$ cat config.mk
export PLATFORM = sky130hd
export DESIGN_NAME = shared_alu
export DESIGN_NICKNAME = d
export VERILOG_FILES = /design/src/rtl/shared_alu_pkg.sv /design/src/rtl/alu_adder.sv /design/src/rtl/alu_subtractor.sv /design/src/rtl/alu_multiplier.sv /design/src/rtl/shared_alu.sv
export SDC_FILE = /design/constraint.sdc
export NUM_CORES = 1
export LEC_CHECK = 0
export BUFFER_PORTS_ARGS = -buffer_cell sky130_fd_sc_hd__buf_4
export CAP_MARGIN = 0
export CORE_MARGIN = 2
export CORE_UTILIZATION = 30
export DETAILED_ROUTE_END_ITERATION = 10
export REMOVE_ABC_BUFFERS = 1
export SKIP_LAST_GASP = 1
export SLEW_MARGIN = 20
export SYNTH_ARGS = -nofsm -noshare
export SYNTH_HDL_FRONTEND = slang
export SYNTH_SLANG_ARGS = --single-unit
$ cat constraint.sdc
create_clock -name vclk -period 8.5
set_input_delay 0.425 -clock vclk [all_inputs]
set_output_delay 0.425 -clock vclk [all_outputs]
set_load 0.005 [all_outputs]
$ cat src/rtl/shared_alu_pkg.sv
package shared_alu_pkg;

    // Source chosen by the output multiplexer
    typedef enum logic [1:0] {
        SRC_ADDER = 2'd0,
        SRC_SUBTR = 2'd1,
        SRC_MULT  = 2'd2
    } result_src_e;

    // Decode the upper function bits into a result source
    function automatic result_src_e decode_source(input logic [2:0] code);
        result_src_e src;
        unique case (code[2:1])
            2'b00:   src = SRC_ADDER;
            2'b01:   src = SRC_SUBTR;
            default: src = SRC_MULT;
        endcase
        return src;
    endfunction

endpackage

$ cat src/rtl/alu_adder.sv
module alu_adder #(
    parameter int WIDTH = 32
) (
    input  logic [WIDTH-1:0] in_x,
    input  logic [WIDTH-1:0] in_y,
    output logic [WIDTH-1:0] sum
);
    // Modulo 2^WIDTH; no carry out
    assign sum = in_x + in_y;
endmodule

$ cat src/rtl/alu_subtractor.sv
module alu_subtractor #(
    parameter int WIDTH = 32
) (
    input  logic [WIDTH-1:0] in_x,
    input  logic [WIDTH-1:0] in_y,
    output logic [WIDTH-1:0] diff
);
    // Modulo 2^WIDTH; no borrow out
    assign diff = in_x - in_y;
endmodule

$ cat src/rtl/alu_multiplier.sv
module alu_multiplier #(
    parameter int WIDTH = 16
) (
    input  logic [WIDTH-1:0]   in_x,
    input  logic [WIDTH-1:0]   in_y,
    output logic [2*WIDTH-1:0] product
);
    localparam int PW = 2 * WIDTH;

    logic [PW-1:0] ext_x;
    logic [PW-1:0] ext_y;

    // Zero-extend so the unsigned product keeps all of its bits
    assign ext_x   = {{WIDTH{1'b0}}, in_x};
    assign ext_y   = {{WIDTH{1'b0}}, in_y};
    assign product = ext_x * ext_y;
endmodule

$ cat src/rtl/shared_alu.sv
module shared_alu
    import shared_alu_pkg::*;
#(
    parameter int DATA_W = 32,
    parameter int MUL_W  = 16
) (
    input  logic [2:0]        f_code,
    input  logic [DATA_W-1:0] op_a,
    input  logic [DATA_W-1:0] op_b,
    output logic [DATA_W-1:0] result
);
    localparam int PROD_W = 2 * MUL_W;
    localparam logic [DATA_W-1:0] ONE = {{(DATA_W-1){1'b0}}, 1'b1};

    logic [DATA_W-1:0] second_in;
    logic [DATA_W-1:0] add_out;
    logic [DATA_W-1:0] sub_out;
    logic [PROD_W-1:0] mul_raw;
    logic [DATA_W-1:0] mul_out;
    result_src_e       src_sel;

    // Operand multiplexer shared by adder and subtractor
    assign second_in = f_code[0] ? ONE : op_b;

    alu_adder #(.WIDTH(DATA_W)) u_adder (
        .in_x (op_a),
        .in_y (second_in),
        .sum  (add_out)
    );

    alu_subtractor #(.WIDTH(DATA_W)) u_subtr (
        .in_x (op_a),
        .in_y (second_in),
        .diff (sub_out)
    );

    alu_multiplier #(.WIDTH(MUL_W)) u_mult (
        .in_x    (op_a[MUL_W-1:0]),
        .in_y    (op_b[MUL_W-1:0]),
        .product (mul_raw)
    );

    // Fit the product to the result width
    generate
        if (PROD_W >= DATA_W) begin : g_prod_trunc
            assign mul_out = mul_raw[DATA_W-1:0];
        end else begin : g_prod_ext
            assign mul_out = {{(DATA_W-PROD_W){1'b0}}, mul_raw};
        end
    endgenerate

    assign src_sel = decode_source(f_code);

    // Output multiplexer: every code maps to a source, so no latch
    always_comb begin
        unique case (src_sel)
            SRC_ADDER: result = add_out;
            SRC_SUBTR: result = sub_out;
            SRC_MULT:  result = mul_out;
            default:   result = mul_out;
        endcase
    end

endmodule

Word level (Yosys, flattened, before mapping)
Index checks and enable logic that the tools add are counted.

storage, ports and cells
  logic and storage cells = 10
  register bits after elaboration = 0

cells by class
  reductions and logical operators = 2
  multipliers = 1
  mux-type cells = 3
  $add $sub $neg = 2
  equality and inequality tests = 2

operator list
  cell                                                                    number
  32-bit case mux with 2 select lines                                     1
  32-bit adder                                                            1
  16-bit by 16-bit multiplier with 32-bit output                          1
  32-bit two-way mux                                                      1
  32-bit subtractor                                                       1
  2-bit by 1-bit equality test with 1-bit output (second input constant)  2
  2-bit logical NOT                                                       2
  2-bit case mux with 2 select lines                                      1

Logic depth before layout (Yosys ltp)
Gate-level depths: netlist of run 1.

  depth in word-level cells = 4
  gate-level depth with buffers = 24
  depth with buffers taken out = 22

Modules after synthesis
A second synthesis of run 1 with hierarchy kept.

unflattened totals
  cell total of the unflattened synthesis = 1611
  area, all modules = 12929.9 µm²

by module, submodules not included
  module          sequential area each (µm²)  cells an instance  instances  area each (µm²)
  alu_multiplier  0.0                         984                1          8533.2
  alu_subtractor  0.0                         264                1          1848.0
  alu_adder       0.0                         221                1          1601.5
  shared_alu      0.0                         142                1          947.2

Worst setup path after synthesis of run 1
No wires, ideal clock.

  path type = in2out
  from = input port op_b[7]
  to = output port result[28]
  arrival time = 6123 ps
  path slack = 1952 ps
  required time = 8075 ps
  stages = 23
  path through = clkbuf_1 > clkbuf_1 > nand2_1 > fa_1 > inv_1 > fa_1 > inv_1 > fa_1 > inv_1 > fa_1 > fa_1 > inv_1 > fa_1 > inv_1 > ha_1 > nand4_1 > or2_2 > a31o_2 > a311oi_1 > o221ai_1 > a21oi_1 > xnor2_1 > o21ai_0

between the ends
  longest elaborated chain between the ends = 3
  elaborated cells on any way between the ends = 5
  those cells by class = 2 x add/sub; 1 x mul; 2 x mux

ends and longest elaborated chain
  item                                                                                                    RTL line          source
  from (decl)                                                                                             shared_alu.sv:9   input logic [DATA_W-1:0] op_b,
  parallel branches: the longest is 2 deep, another holds 16-bit by 16-bit multiplier with 32-bit output  -
  32-bit case mux with 2 select lines (*)                                                                 shared_alu.sv:56  unique case (src_sel)
  to (decl)                                                                                               shared_alu.sv:10  output logic [DATA_W-1:0] result

Every way passes the cells marked *.

Worst setup path in the final report of run 1
  from = input port op_b[7]
  to = output port result[19]

Same word-level chain as after synthesis.

==> summary.txt, run 1 <==
Status
  • Status: finished, final reports clean

Timing
  • Final setup viols: 0
  • Worst Tran Pin Value: 821 ps
  • Final cycle utilization of the critical path: 81.9%
  • Max Freq: 144 MHz
  • Slew Viols, Final: 0
  • Slew HR: 44.9%
  • Final hold vios: 0
  • Post-layout min period: 6960 ps
  • Setup total negative slack: 0 ps
  • Unrepaired setup endpoints after global routing: false

Synthesis
  • Synth top area share: 34.1%
  • Avg Cell Area, Syn: 7.86 µm²
  • Cell count after synthesis: 1456
  • Sequential share of the synthesized area: 0%
  • Synth warn: 0
  • Cell taking the most area after synthesis: fa_1
  • Post-Syn Area: 11400 µm²
  • Count of different cell masters after synthesis: 69
  • Synth top area cells: fa_1 34%, ha_1 15%, inv_1 8.0%

CTS
  • Post-CTS Resized: 0
  • Hold Buf Count CTS: 0
  • Setup Fix Bufs, Post-CTS: 0

Pwr
  • Psw: 3.12 mW
  • Clock Power Share: 0%
  • VDD IR max: 346 µV
  • Sw Share: 57.9%
  • Pwr Density: 430 nW/µm²
  • Leak: 6.30 nW
  • Flop pwr share: 0%
  • Int Pwr: 2.28 mW
  • Comb pwr share: 100.0%

Placement
  • PortBufs: 99
  • Hpwl dp: 28000 µm
  • GPL Wtd Cong: 0.905

Finish
  • Multi-input logic area: 10200 µm²
  • Area growth syn-to-layout: 9.81%
  • Seq cells: 0
  • Final #Nets: 1886
  • Number of clock buffers in the layout: 0
  • Reg area: 0 µm²
  • Finished Core Util: 33.4%
  • Fillers: 4033
  • N_diodes: 0
  • Share of cells above drive strength 1: 8.01%

Global routing
  • Gr ovfl total: 0
  • First-pass GRT wire length: 55600 µm
  • Antenna violations before repair: 0
  • Vias in the first global route: 10300
  • Total track usage: 17.7%
  • Largest net degree at the start of global routing: 50

Setup path
  • Startpoint Class: input port
  • CP Capture Type: output pin
  • Crit path max-delay family: adder cells
  • Worst setup path category: in2out
  • Worst path max stage delay: 630 ps
  • Worst path buffer plus inverter count: 7
  • Worst endpoint required time: 8080 ps
  • Worst-path maximum fanout: 20
  • Most used cell, CP: fa_1
  • Crit path arrival time: 6540 ps
  • Worst path slowest cell: o21ai_0
  • Worst-path cell chain: buf_4, nand2_1, fa_1, inv_1, fa_1, inv_1, fa_1, inv_1, fa_1, fa_1, inv_1, fa_1, inv_1, ha_1, a21oi_1, nor3b_1, a21oi_1, a31oi_1, o21ai_0, o211ai_1, xor2_1, o21ai_0, buf_4

Die
  • Row count: 71
  • Placeable Area: 37600 µm²
  • Die footprint: 39700 µm²
  • Ports: 99
  • Die Ht: 199 µm
  • Starting density of the core: 30.4%
  • Die Wd: 199 µm

Route
  • DRC Markers: 0
  • Drt initial violations: 711
  • Pre-Repair DR Iteration Count: 5
  • WL/cell: 17.1 µm
  • Via/cell ratio: 5.06
  • Post-route ant nets: 0
  • Vias: 10100
  • Final WL: 34200 µm

Run
  • Max cap viols: 0

Hold path
  • Hold depth: 4
  • Hold Startpoint: op_a[0]
  • Min-delay worst type: in2out
  • Hold endpoint: result[0]
## stage by stage
step	std cells	hold WS, ps	setup slack [ps]	cell area [µm²]	total power [mW]
floorplan	1384	893	2440	11200	3.56
global placement	1997	1390	1560	12600	5.28
detailed placement	1997	1400	1630	12600	5.29
CTS	1997	1410	1570	12600	5.36
global route	1997	1430	1150	12600	6.01
finish	1997	1400	1540	12600	5.40
## cell usage after synthesis (all sizes together), types with 3 or more instances
master / instances
o21a: 7
ha: 136
nor2: 62
a21oi: 75
a31o: 6
mux2i: 6
o21ai: 56
a211oi: 10
o22ai: 5
nor3: 11
o2111ai: 5
o31ai: 7
or3: 6
fa: 195
or2: 4
a21o: 34
o21bai: 11
nand3: 15
nor4: 8
xor2: 25
a31oi: 8
inv: 245
o211ai: 11
nor2b: 9
nand2: 211
xnor2: 42
nand4: 14
and2: 118
a211o: 3
clkbuf: 68
buf: 4
## worst min-delay path: stages
cell and delay [ps]:
buf_4 180, nand3_1 80, o21ai_0 120, buf_4 170
## cells in the final DEF (no fill, tap or decap), types with 3 or more instances in the layout
cell,n
a211o_1,3
a211oi_1,9
a21o_1,34
a21oi_1,74
a31o_2,6
a31oi_1,8
and2_1,118
buf_4,102
fa_1,195
ha_1,136
inv_1,245
mux2i_1,6
nand2_1,211
nand3_1,15
nand4_1,13
nor2_1,62
nor2b_1,9
nor3_1,10
nor4_1,8
o2111ai_1,5
o211ai_1,11
o21a_1,7
o21ai_0,56
o21bai_1,11
o22ai_1,5
o31ai_1,7
or2_2,3
or3_1,6
xnor2_1,42
xor2_1,25
## worst max path at each step
| stage | from | end | cells after the start |
|---|---|---|---|
| 2_1_floorplan | op_b[4] | result[28] | 21 |
| 3_3_place_gp | op_b[7] | result[28] | 23 |
| 3_5_place_dp | op_b[7] | result[28] | 23 |
| 4_1_cts | op_b[7] | result[28] | 23 |
| 6_report | op_b[7] | result[19] | 23 |
| 5_1_grt | op_a[10] | result[28] | 22 |
## cell families after synthesis
kind of cell               count (synthesis)  synth area share [%]
adders and majority gates                331                  49.0
and+or+nand+nor                          471                  19.8
buffers and inverters                    318                  10.5
xor gates and xnor gates                  67                  5.13
muxes                                      7                 0.624
AOI/OAI and AO/OA                        262                  14.9
## power groups by stage
stage	sequential, mW	combinational, mW	clock, mW
2_1_floorplan	0	3.56	0
3_3_place_gp	0	5.28	0
3_5_place_dp	0	5.29	0
4_1_cts	0	5.36	0
5_1_grt	0	6.01	0
6_report	0	5.40	0
## area by class of cell
class	instances	area share, %
timing repair buffer	102	6.10
tap	511	5.09
multi-input combinational	1138	81.5
inverter	246	7.35
## per-layer routing
metal  part of all wire, %  up-vias  track usage [%]
met4                  0.85        0             1.60
met1                    48     4970             26.7
li1                      -     4740                -
met5                     0        -                0
met2                    43      378             27.4
met3                   8.4       22             2.85
Power figures use the tool's default switching activity.
==> run 2, diff against run 1 <==
--- a/config.mk
+++ b/config.mk
@@ -5,6 +5,7 @@
 export SDC_FILE = /design/constraint.sdc
 export NUM_CORES = 1
 export LEC_CHECK = 0
+export ABC_AREA = 1
 export BUFFER_PORTS_ARGS = -buffer_cell sky130_fd_sc_hd__buf_4
 export CAP_MARGIN = 0
 export CORE_MARGIN = 2
==> constraint.sdc (replaced) <==
create_clock -name vclk -period 5.8
set_input_delay 0.29 -clock vclk [all_inputs]
set_output_delay 0.29 -clock vclk [all_outputs]
set_load 0.005 [all_outputs]
==> run 2 against run 1 <==
  * Synthesized cell count increased by 37%
  * Area after synthesis increased by 11%
  * Wire length up 23%
  * Sequential share of layout area unchanged
  * Worst hold slack got worse by 310 ps
  * Critical endpoint is now result[25]
  * Largest cell class unchanged
==> summary.txt, run 2 <==
Global routing
  • Vias in the first global route: 13000 (was 10300)
  • Total track usage: 19.5% (was 17.7%)
  • Largest net degree at the start of global routing: 50 (unchanged)
  • First-pass GRT wire length: 68700 µm (was 55600 µm)
  • Gr ovfl total: 0 (unchanged)
  • Antenna violations before repair: 0 (unchanged)

Finish
  • Number of clock buffers in the layout: 0 (unchanged)
  • Fillers: 4491 (was 4033)
  • Final #Nets: 2499 (was 1886)
  • N_diodes: 0 (unchanged)
  • Area growth syn-to-layout: 17.6% (was 9.81%)
  • Seq cells: 0 (unchanged)
  • Non-Filler Instances: 2638 (was 1997)
  • Commonest non-fill, non-tap cell in the layout: nand2_1 (was inv_1)
  • Reg area: 0 µm² (unchanged)
  • Commonest non-fill, non-tap cells in the layout: 618 x nand2_1, 482 x inv_1, 190 x fa_1 (was 245 x inv_1, 211 x nand2_1, 195 x fa_1)
  • Share of cells above drive strength 1: 13.9% (was 8.01%)

Die
  • Ports: 99 (unchanged)
  • Placeable Area: 41800 µm² (was 37600 µm²)
  • Die Wd: 209 µm (was 199 µm)
  • Row count: 75 (was 71)
  • Die Ht: 209 µm (was 199 µm)
  • Die footprint: 43900 µm² (was 39700 µm²)
  • Starting density of the core: 30.3% (was 30.4%)

Placement
  • Pre-CTS setup slack: -139 ps (was 1630 ps)
  • GPL Wtd Cong: 0.960 (was 0.905)
  • Placed insts: 2635 (was 1997)
  • Hpwl dp: 37100 µm (was 28000 µm)
  • PortBufs: 99 (unchanged)

Timing
  • Unrepaired setup endpoints after global routing: true (was false)
  • Final hold vios: 0 (unchanged)
  • Final hold slack: 1090 ps (was 1400 ps)
  • Final worst slack: 160 ps (was 1540 ps)
  • Setup total negative slack: 0 ps (unchanged)
  • Max Freq: 177 MHz
  • Final setup viols: 0 (unchanged)
  • Final cycle utilization of the critical path: 97.2%
  • Post-layout min period: 5640 ps
  • Worst Tran Pin Value: 910 ps (was 821 ps)
  • Slew Viols, Final: 0 (unchanged)
  • Slew HR: 39.3% (was 44.9%)

Setup path
  • Crit path arrival time: 5350 ps (was 6540 ps)
  • Worst endpoint required time: 5510 ps (was 8080 ps)
  • Worst-path maximum fanout: 12 (was 20)
  • Worst setup path category: in2out (unchanged)
  • Startpoint Class: input port (unchanged)
  • CP Capture Type: output pin (unchanged)

Synthesis
  • Synth top area cells: fa_1 31%, nand2_1 19%, inv_1 14% (was fa_1 34%, ha_1 15%, inv_1 8.0%)
  • Sequential share of the synthesized area: 0% (unchanged)
  • Avg Cell Area, Syn: 6.37 µm² (was 7.86 µm²)
  • Synth top area share: 30.8% (was 34.1%)
  • Most frequent cell after synthesis: nand2_1 (was inv_1)
  • Commonest cells post-synth: 630 x nand2_1, 485 x inv_1, 195 x fa_1 (was 245 x inv_1, 211 x nand2_1, 195 x fa_1)
  • Cell count after synthesis: 1989 (was 1456)
  • Post-Syn Area: 12700 µm² (was 11400 µm²)
  • Count of different cell masters after synthesis: 38 (was 69)
  • Cell taking the most area after synthesis: fa_1 (unchanged)
  • Synth warn: 0 (unchanged)

Route
  • Vias: 12400 (was 10100)
  • WL/cell: 16.0 µm (was 17.1 µm)
  • DRC Markers: 0 (unchanged)
  • Pre-Repair DR Iteration Count: 5 (unchanged)
  • Final WL: 42100 µm (was 34200 µm)
  • Drt initial violations: 679 (was 711)
  • Via/cell ratio: 4.72 (was 5.06)
  • Post-route ant nets: 0 (unchanged)

Status
  • Status: finished, final reports clean (unchanged)

Hold path
  • Min-delay worst type: in2out (unchanged)

Run
  • Max cap viols: 0 (unchanged)
==> run 2: cell count changes after synthesis, sizes merged, moves of 25 or more <==
cell	previous run	this run
nand2	211	638
inv	245	488
and2	118	1
nand3	15	82
o21ai	56	95
nor2	62	99
a21o	34	1
xnor2	42	17
==> run 2: final timing paths <==
path / startpoint / end / slack, ps / cells after the start
max: op_a[4] / result[25] / 160 / 24
min: op_b[0] / result[0] / 1090 / 4
==> run 2: layout make-up <==
cell class         count  area, µm²  share of cell area [%]
inverters            488       1830                    12.3
well taps            539        674                    4.53
repair buffers       188       1520                    10.2
multi-input cells   1423      10900                    73.0
==> run 2: metal layers <==
metal  global-route usage (%)  share of wire [%]  vias to the layer above  routed length (µm)
li1                         -                  -                     6118                   -
met1                     25.3                 44                     5989               18600
met5                        0                  0                        -                   0
met3                     1.32                4.1                       47                1720
met4                     3.82                2.3                        0                 964
met2                     35.9                 49                      288               20800
==> run 2: critical path, cell delays in order <==
cell and delay (ps):
buf_4 180, nand2_1 80, inv_1 50, fa_1 500, inv_1 60, fa_1 540
inv_1 50, fa_1 510, fa_2 450, fa_1 510, inv_1 70, fa_1 480
inv_1 50, ha_2 380, nand2_2 110, inv_1 80, nand2_2 90, nor3_2 170
nand3_1 130, nand3_1 100, nand2_1 50, nand3_1 140, nand2_1 120, buf_4 150
==> run 2: metrics by stage <==
stage,instance area (µm²),utilization (%)
5_1_grt,14900,35.7
2_1_floorplan,12300,-
3_5_place_dp,14400,34.5
3_3_place_gp,14400,34.5
4_1_cts,14500,34.6
6_report,14900,35.7
==> run 2: cell families (layout without fill, tap and decap cells) <==
group / Yosys count / after routing / synth area share (%)
AOI/OAI and AO/OA: 187 / 187 / 7.92
buffers and inverters: 566 / 676 / 17.0
and+or+nand+nor: 865 / 865 / 28.0
adders and majority gates: 331 / 331 / 44.3
xor gates and xnor gates: 40 / 40 / 2.77
==> run 2: timing repair <==
action,CTS,global route
setup buffers,0,3
endpoints found under the setup margin,12,22
pin swaps,1,27
hold buffers,0,0
gates resized for setup,18,108
Power of run 2 is left out: the tool's default activity adds up to more than one toggle a clock period on the data nets, which glitch-free logic cannot reach.
